### config.mk
export PLATFORM = sky130hd
export DESIGN_NAME = cmwd_top
export DESIGN_NICKNAME = d
export VERILOG_FILES = /design/src/rtl/cmwd_pkg.sv /design/src/rtl/cmwd_lock.sv /design/src/rtl/cmwd_counter.sv /design/src/rtl/cmwd_events.sv /design/src/rtl/cmwd_top.sv
export SDC_FILE = /design/constraint.sdc
export NUM_CORES = 1
export LEC_CHECK = 0
export ABC_CLOCK_PERIOD_IN_PS = 3500
export BUFFER_PORTS_ARGS = -buffer_cell sky130_fd_sc_hd__buf_2
export CAP_MARGIN = 10
export CORE_AREA = 8 8 94 96
export DETAILED_ROUTE_END_ITERATION = 8
export DIE_AREA = 0 0 102 104
export PLACE_DENSITY = 0.7
export SYNTH_ARGS = -nofsm -noshare
export SYNTH_HDL_FRONTEND = slang
export SYNTH_SLANG_ARGS = --single-unit
export TNS_END_PERCENT = 1
### constraint.sdc
create_clock -name clk -period 3.5 [get_ports clk]
set_clock_uncertainty 0.1 [all_clocks]
set_input_delay 0.7 -clock clk [delete_from_list [all_inputs] [get_ports clk]]
set_output_delay 0.7 -clock clk [all_outputs]
set_load 0.01 [all_outputs]
### src/rtl/cmwd_pkg.sv
package cmwd_pkg;
  parameter int CNT_W   = 16;
  parameter int MAX_IGN = 12;
  parameter int IGN_W   = $clog2(MAX_IGN + 1);
  parameter int AW      = 3;

  parameter logic [CNT_W-1:0] KEY_FIRST  = 16'hACE1;
  parameter logic [CNT_W-1:0] KEY_SECOND = 16'h51D3;

  typedef enum logic [AW-1:0] {
    A_KEY   = 3'd0,
    A_CTRL  = 3'd1,
    A_MATCH = 3'd2,
    A_IGN   = 3'd3,
    A_CLEAR = 3'd4
  } addr_e;

  typedef enum logic [1:0] {
    LK_SHUT = 2'd0,
    LK_HALF = 2'd1,
    LK_OPEN = 2'd2
  } lock_e;

  // Limit a written ignore count to the supported maximum.
  function automatic logic [IGN_W-1:0] ign_clamp(input logic [CNT_W-1:0] d);
    if (d > CNT_W'(MAX_IGN)) return IGN_W'(MAX_IGN);
    return d[IGN_W-1:0];
  endfunction

  // Bits that take part in the compare: the low CNT_W-ign bits.
  function automatic logic [CNT_W-1:0] cmp_mask(input logic [IGN_W-1:0] ign);
    return {CNT_W{1'b1}} >> ign;
  endfunction

  function automatic logic masked_hit(input logic [CNT_W-1:0] a,
                                      input logic [CNT_W-1:0] b,
                                      input logic [IGN_W-1:0] ign);
    return ((a ^ b) & cmp_mask(ign)) == '0;
  endfunction
endpackage

### src/rtl/cmwd_lock.sv
module cmwd_lock
  import cmwd_pkg::*;
#(
  parameter logic [CNT_W-1:0] K1 = KEY_FIRST,
  parameter logic [CNT_W-1:0] K2 = KEY_SECOND
) (
  input  logic             clk,
  input  logic             rst_n,
  input  logic             wr_en,
  input  logic             key_sel,
  input  logic [CNT_W-1:0] wr_data,
  output logic             open
);
  lock_e st_q, st_d;

  always_comb begin
    st_d = st_q;
    if (wr_en) begin
      st_d = LK_SHUT;
      if (key_sel && st_q == LK_SHUT && wr_data == K1) st_d = LK_HALF;
      if (key_sel && st_q == LK_HALF && wr_data == K2) st_d = LK_OPEN;
    end
  end

  always_ff @(posedge clk or negedge rst_n) begin
    if (!rst_n) st_q <= LK_SHUT;
    else        st_q <= st_d;
  end

  assign open = (st_q == LK_OPEN);
endmodule

### src/rtl/cmwd_counter.sv
module cmwd_counter
  import cmwd_pkg::*;
(
  input  logic             clk,
  input  logic             rst_n,
  input  logic             tick,
  input  logic [CNT_W-1:0] match,
  input  logic [IGN_W-1:0] ign,
  output logic [CNT_W-1:0] count,
  output logic             hit
);
  logic [CNT_W-1:0] cnt_q;
  logic [CNT_W-1:0] cnt_nx;

  assign cnt_nx = cnt_q + CNT_W'(1);

  always_ff @(posedge clk or negedge rst_n) begin
    if (!rst_n)    cnt_q <= '0;
    else if (tick) cnt_q <= cnt_nx;
  end

  assign count = cnt_q;
  assign hit   = tick && masked_hit(cnt_nx, match, ign);
endmodule

### src/rtl/cmwd_events.sv
module cmwd_events #(
  parameter int RESET_EVENTS = 3,
  localparam int EVT_W = $clog2(RESET_EVENTS)
) (
  input  logic             clk,
  input  logic             rst_n,
  input  logic             enable,
  input  logic             clear,
  input  logic             hit,
  output logic [EVT_W-1:0] evt_cnt,
  output logic             flag,
  output logic             rst_pulse
);
  localparam logic [EVT_W-1:0] LAST = EVT_W'(RESET_EVENTS - 1);

  always_ff @(posedge clk or negedge rst_n) begin
    if (!rst_n) begin
      evt_cnt   <= '0;
      flag      <= 1'b0;
      rst_pulse <= 1'b0;
    end else begin
      rst_pulse <= 1'b0;
      if (clear) begin
        evt_cnt <= '0;
        flag    <= 1'b0;
      end else if (!enable) begin
        evt_cnt <= '0;
      end else if (hit) begin
        if (evt_cnt == '0) flag <= 1'b1;
        if (evt_cnt == LAST) begin
          evt_cnt   <= '0;
          rst_pulse <= 1'b1;
        end else begin
          evt_cnt <= evt_cnt + EVT_W'(1);
        end
      end
    end
  end
endmodule

### src/rtl/cmwd_top.sv
module cmwd_top
  import cmwd_pkg::*;
#(
  parameter int RESET_EVENTS = 3,
  localparam int EVT_W = $clog2(RESET_EVENTS)
) (
  input  logic             clk,
  input  logic             rst_n,
  input  logic             tick,
  input  logic             wr_en,
  input  logic [AW-1:0]    wr_addr,
  input  logic [CNT_W-1:0] wr_data,
  input  logic [AW-1:0]    rd_addr,
  output logic [CNT_W-1:0] rd_data,
  output logic             irq,
  output logic             wdt_reset
);
  logic             en_q, mask_q;
  logic [CNT_W-1:0] match_q;
  logic [IGN_W-1:0] ign_q;
  logic [CNT_W-1:0] cnt;
  logic             match_evt;
  logic             lock_open;
  logic             clr_wr;
  logic             prot_wr;
  logic [EVT_W-1:0] evt_cnt;
  logic             irq_flag;

  assign clr_wr  = wr_en && (wr_addr == A_CLEAR);
  assign prot_wr = wr_en && lock_open;

  cmwd_lock u_lock (
    .clk     (clk),
    .rst_n   (rst_n),
    .wr_en   (wr_en),
    .key_sel (wr_addr == A_KEY),
    .wr_data (wr_data),
    .open    (lock_open)
  );

  always_ff @(posedge clk or negedge rst_n) begin
    if (!rst_n) begin
      en_q    <= 1'b0;
      mask_q  <= 1'b0;
      match_q <= '0;
      ign_q   <= '0;
    end else if (prot_wr) begin
      case (wr_addr)
        A_CTRL:  begin en_q <= wr_data[0]; mask_q <= wr_data[1]; end
        A_MATCH: match_q <= wr_data;
        A_IGN:   ign_q <= ign_clamp(wr_data);
        default: ;
      endcase
    end
  end

  cmwd_counter u_cnt (
    .clk   (clk),
    .rst_n (rst_n),
    .tick  (tick),
    .match (match_q),
    .ign   (ign_q),
    .count (cnt),
    .hit   (match_evt)
  );

  cmwd_events #(.RESET_EVENTS(RESET_EVENTS)) u_evt (
    .clk       (clk),
    .rst_n     (rst_n),
    .enable    (en_q),
    .clear     (clr_wr),
    .hit       (match_evt),
    .evt_cnt   (evt_cnt),
    .flag      (irq_flag),
    .rst_pulse (wdt_reset)
  );

  assign irq = irq_flag && !mask_q;

  always_comb begin
    case (rd_addr)
      A_KEY:   rd_data = cnt;
      A_CTRL:  rd_data = CNT_W'({evt_cnt, irq_flag, lock_open, mask_q, en_q});
      A_MATCH: rd_data = match_q;
      A_IGN:   rd_data = CNT_W'(ign_q);
      default: rd_data = '0;
    endcase
  end
endmodule

**Word-level counts from Yosys, hierarchy flattened**

Cells that the tools add are included.
Widths: inputs -> output; s select.

- $add $sub $neg: 2
- Order comparisons: 1
- Eq/ne operators: 13
- Shift operators: 1
- Multiplexer cells: 20
- Bitwise logic cells: 2
- Reductions and logical operators: 21

Operator list:

| operator | number |
|---|---|
| $pmux 16 s4 | 1 |
| $add 16x1->16 const B | 1 |
| $and 16x16->16 | 1 |
| $eq 16x15->1 const B | 1 |
| $eq 16x16->1 const B | 1 |
| $gt 16x4->1 const B | 1 |
| $logic_not 16->1 | 1 |
| $shr 16x4->16 const A | 1 |
| $xor 16x16->16 | 1 |
| $eq 3x2->1 const B | 4 |
| $mux 1 | 12 |
| $mux 2 | 5 |
| $logic_and 1x1->1 | 8 |
| $mux 4 | 2 |
| $eq 3x1->1 const B | 2 |
| $logic_not 3->1 | 2 |
| $reduce_and 2->1 | 3 |
| $reduce_bool 2->1 | 3 |
| $eq 2x2->1 const B | 2 |
| $logic_not 2->1 | 2 |
| $eq 3x3->1 const B | 1 |
| $ne 3x1->1 const B | 1 |
| $reduce_and 3->1 | 1 |
| $add 2x1->2 const B | 1 |
| 2 further kinds | 2 |

- Register bits after elaboration: 44
- Input port bits: 26
- Output and inout port bits: 18
- Logic and storage cells: 69

**Depth between registers and ports, before layout**

- Word-level depth: 8
- Mapped depth: 9
- Depth with buffers taken out: 8

**Modules after synthesis**

Synthesis repeated with hierarchy kept, for this count alone.

- Cells, all modules: 291
- Area, all modules: 3089.2 um2

Modules (own cells, without submodules):

| module | times used | cells an instance | area an instance (um2) | sequential area each (um2) |
|---|---|---|---|---|
| cmwd_counter | 1 | 147 | 1390.1 | 400.4 |
| cmwd_top | 1 | 111 | 1348.8 | 550.5 |
| cmwd_events | 1 | 15 | 178.9 | 100.1 |
| cmwd_lock | 1 | 18 | 171.4 | 50.0 |

**Least setup slack after synthesis**

OpenSTA, ideal clock, no wires.

- Kind: reg2reg
- Start point: reg u_cnt.cnt_q[0], in the netlist u_cnt.count[0]
- End point: reg u_evt.rst_pulse
- Setup time: 68 ps
- Data arrival time: 2485 ps
- Required time: 3332 ps
- Setup slack: 847 ps
- Cell stages (with the launch flop): 9
- Path buffers: 0
- Path through: dfrtp_1 ha_1 xor2_1 o21a_1 a2111oi_1 o211ai_1 a2111o_1 or4_4 and4bb_1

- Word-level cells in the longest chain between the ends: 8

Ends and longest elaborated chain:

| item | line | source |
|---|---|---|
| start: declaration | cmwd_counter.sv:12 | `logic [CNT_W-1:0] cnt_q;` |
| start signal: assignment | cmwd_counter.sv:19 | `else if (tick) cnt_q <= cnt_nx;` |
| $add 16x1->16 | cmwd_counter.sv:15 | `assign cnt_nx = cnt_q + CNT_W'(1);` |
| named net u_cnt.cnt_nx[1] | cmwd_counter.sv:13 | `logic [CNT_W-1:0] cnt_nx;` |
| $xor 16x16->16 | cmwd_pkg.sv:38 | `return ((a ^ b) & cmp_mask(ign)) == '0;` |
| $and 16x16->16 | cmwd_pkg.sv:38 |  |
| $logic_not 16->1 | cmwd_pkg.sv:38 |  |
| $logic_and 1x1->1 | cmwd_counter.sv:23 | `assign hit = tick && masked_hit(cnt_nx, match, ign);` |
| $mux 1 | cmwd_events.sv:28 | `end else if (hit) begin` |
| $mux 1 | cmwd_events.sv:26 | `end else if (!enable) begin` |
| $mux 1 | cmwd_events.sv:23 | `if (clear) begin` |
| end signal: assignment | cmwd_events.sv:20 | `rst_pulse <= 1'b0;` |
| end signal: assignment | cmwd_events.sv:22 | `rst_pulse <= 1'b0;` |
| end signal: assignment | cmwd_events.sv:32 | `rst_pulse <= 1'b1;` |
| end: declaration | cmwd_events.sv:12 | `output logic rst_pulse` |

The timed path passes the listed nets, and every way through them passes these cells.
A chain may end at the register's enable or synchronous reset.

**Final worst setup path**

- Start point: reg u_cnt.cnt_q[3], in the netlist u_cnt.count[3]
- End point: reg u_evt.rst_pulse

- Word-level cells in the longest chain between the ends: 8

Ends and longest elaborated chain:

| item | line |
|---|---|
| $add 16x1->16 | cmwd_counter.sv:15 |
| $xor 16x16->16 | cmwd_pkg.sv:38 |
| $and 16x16->16 | cmwd_pkg.sv:38 |
| $logic_not 16->1 | cmwd_pkg.sv:38 |
| $logic_and 1x1->1 | cmwd_counter.sv:23 |
| $mux 1 | cmwd_events.sv:28 |
| $mux 1 | cmwd_events.sv:26 |
| $mux 1 | cmwd_events.sv:23 |

No other way between the ends.

==> flow_metrics.py <==
metrics = {
    "outcome": {
        "status": "finished clean",
    },
    "sta": {
        "max_freq_mhz": 347,
        "setup_violations": 0,
        "tightestPinTransition_ns": 1.01,
        "fin_crit_ns": 2.89,
        "tns_ns": 0,
        "finalMaxSlewViolations": 0,
        "finalCritPeriodShare": 0.824,
        "rsz0062_at_grt": "no",
        "finalHoldViolCount": 0,
        "max_slew_margin": 0.325,
    },
    "yosys": {
        "ys_async_sr_fraction": 1.00,
        "synth-seq-area-share": 0.383,
        "yosysWarnings": 0,
        "yosys_most_used_dff": "dfrtp_1",
        "syn_avg_cell_area_um2": 9.74,
        "syn_nets": 322,
        "ys_ff_latch": 44,
        "synth-edff-count": 0,
        "synthCells": 295,
        "synth_area_mm2": 0.00287,
        "ys_types": 55,
    },
    "clock_network": {
        "cts_post_setup_buffers_inserted": 0,
        "cts-hold-fix-buffers": 0,
        "post_cts_resized": 0,
        "clk_path_buf_depth": 2,
        "clkTransAtPathRegs_ns": 0.09,
        "clkSinkCount": 44,
        "htree_num_levels": 2,
        "insertion_delay_ns": 0.30,
        "cts_root_buf": "clkbuf_8",
        "cts_buffers": 5,
        "cts_tree": "built",
    },
    "critical_path": {
        "end_kind": "flop",
        "setup.worst_path.start_class": "flop",
        "crit_arrival_ns": 3.02,
        "crit_fanout": 11,
        "critPathKind": "flop to flop",
        "critPathRequiredTime_ns": 3.64,
    },
    "finish": {
        "seq_area_mm2": 0.00110,
        "syn_to_final_growth_pct": 12.3,
        "fill_cells": 752,
        "layout.nets": 355,
        "drive_gt1_frac": 0.249,
        "final_cell_mix": "dfrtp_1, buf_2, nor2_1, xnor2_1, nand2_1",
        "stdcell_count": 431,
        "diodes": 0,
        "mostFrequentLayoutCell": "dfrtp_1",
        "multi_input_comb_area_mm2": 0.00167,
    },
    "power": {
        "p_sw_mw": 0.458,
        "p_leak_nw": 1.44,
        "pwr-share-comb": 0.274,
        "power_per_cell_area_mw_per_mm2": 412,
        "clock_power_share": 0.247,
        "power_mw": 1.33,
        "seqPwrFrac": 0.479,
        "intPower_mw": 0.871,
        "switching_share": 0.345,
        "ir_worst_vdd_uv": 227,
    },
    "floorplan": {
        "pin_count": 44,
        "die_y_um": 104,
        "num_rows": 32,
        "core_mm2": 0.00745,
        "fp.dieW_um": 102,
        "die-area_mm2": 0.0106,
        "start_util": 0.386,
    },
    "run": {
        "maxCapViolations": 0,
    },
    "global_route": {
        "grt_max_degree": 45,
        "antenna_found_initial": 0,
        "overflow": 0,
        "grt_pass1_wl_um": 11900,
        "grt.total_usage": 0.138,
        "first_global_vias": 2428,
    },
    "placed_design": {
        "place_inst": 423,
        "dp_hpwl_um": 5340,
        "globalplace.congestion": 0.845,
        "portBuffers": 43,
    },
    "route": {
        "first_pass_iters": 4,
        "drc": 0,
        "routed_wirelength_um": 6880,
        "vias": 2303,
        "wire_per_inst_um": 16.0,
        "via_per_inst": 5.34,
        "drt-initial-drc-count": 168,
        "ant_nets": 0,
    },
    "min_path": {
        "hold_path.class": "flop to flop",
    },
}
-- synth_stat cells, types with 7 or more instances --
cell	n	area [um2]
xnor2_1	29	254
dfrtp_1	44	1100
nor2_1	29	109
a21oi_1	11	55.1
mux2_2	19	214
nand2_1	24	90.1
mux2i_1	14	140
nand4_1	7	43.8
nor2b_1	8	50.1
clkbuf_1	8	30.0
nand3_1	13	65.1
xor2_1	10	87.6
-- layer usage --
metal  vias to the layer above  share of wire  global-route usage
li1                       1114              -                   -
met5                         -              0                   0
met2                        58           0.48               0.219
met3                         9          0.031              0.0181
met4                         0          0.014              0.0430
met1                      1122           0.48               0.189
-- per-stage QoR --
step / hold WS (ns) / area, um2 / util / setup slack [ns]
after floorplan: 0.304 / 2870 / - / 0.847
final: 0.417 / 3230 / 0.433 / 0.615
after global placement: 0.389 / 3140 / 0.421 / 0.719
after CTS: 0.416 / 3230 / 0.433 / 0.646
after detailed placement: 0.397 / 3140 / 0.421 / 0.669
after global routing: 0.440 / 3230 / 0.433 / 0.410
-- worst paths after layout --
path | start | to | slack (ns) | cells past startpoint
worst max-delay path | u_cnt.count[3] | u_evt.rst_pulse | 0.61 | 7
worst min-delay path | u_lock.st_q[1] | u_lock.st_q[1] | 0.42 | 2
worst max register to register | u_cnt.count[3] | u_evt.rst_pulse | 0.61 | 7
worst min register to register | u_lock.st_q[1] | u_lock.st_q[1] | 0.42 | 2
max in group asynchronous | rst_n | ign_q[3] | 2.20 | 1
min in group asynchronous | rst_n | u_cnt.count[8] | 0.47 | 1
-- final cells by class --
type | instances | share of cell area
Clock buffer | 6 | 0.0225
Clock inverter | 2 | 0.00504
Inverter | 4 | 0.00465
Multi-Input combinational cell | 229 | 0.518
Sequential cell | 44 | 0.341
Tap cell | 102 | 0.0396
Timing Repair Buffer | 44 | 0.0690
-- kinds of logic (layout without fill, tap and decap cells) --
kind of cell	after synthesis	after routing	synth area share
AO/OA/AOI/OAI	35	35	0.0797
XOR/XNOR	40	40	0.125
adder cells (fa/ha/maj)	1	1	0.00435
buffers and inverters	22	56	0.0353
flip-flops	44	44	0.383
multiplexers	37	37	0.155
AND/OR/NAND/NOR	116	116	0.219
-- sequential cells by signal (all words and copies together) (netlist names), 2 cells and up --
name / count
u_cnt.count: 16
u_lock.st_q: 2
u_evt.evt_cnt: 2
match_q: 16
ign_q: 4
-- power groups by stage --
stage | sequential [mW] | clock [mW] | combinational, mW
floorplan | 0.587 | 0 | 0.338
global placement | 0.638 | 0 | 0.360
detailed placement | 0.643 | 0 | 0.365
CTS | 0.636 | 0.337 | 0.367
global route | 0.649 | 0.354 | 0.406
finish | 0.637 | 0.328 | 0.365
-- worst max-delay path: stages (launching register included) --
cell and delay (ns):
dfrtp_1 0.53, nand3_1 0.38, or3_1 0.48, o31ai_1 0.22, a31oi_1 0.07, a2111o_1 0.31, or4_4 0.47, and4bb_1 0.27
(Power assumes the default switching activity.)
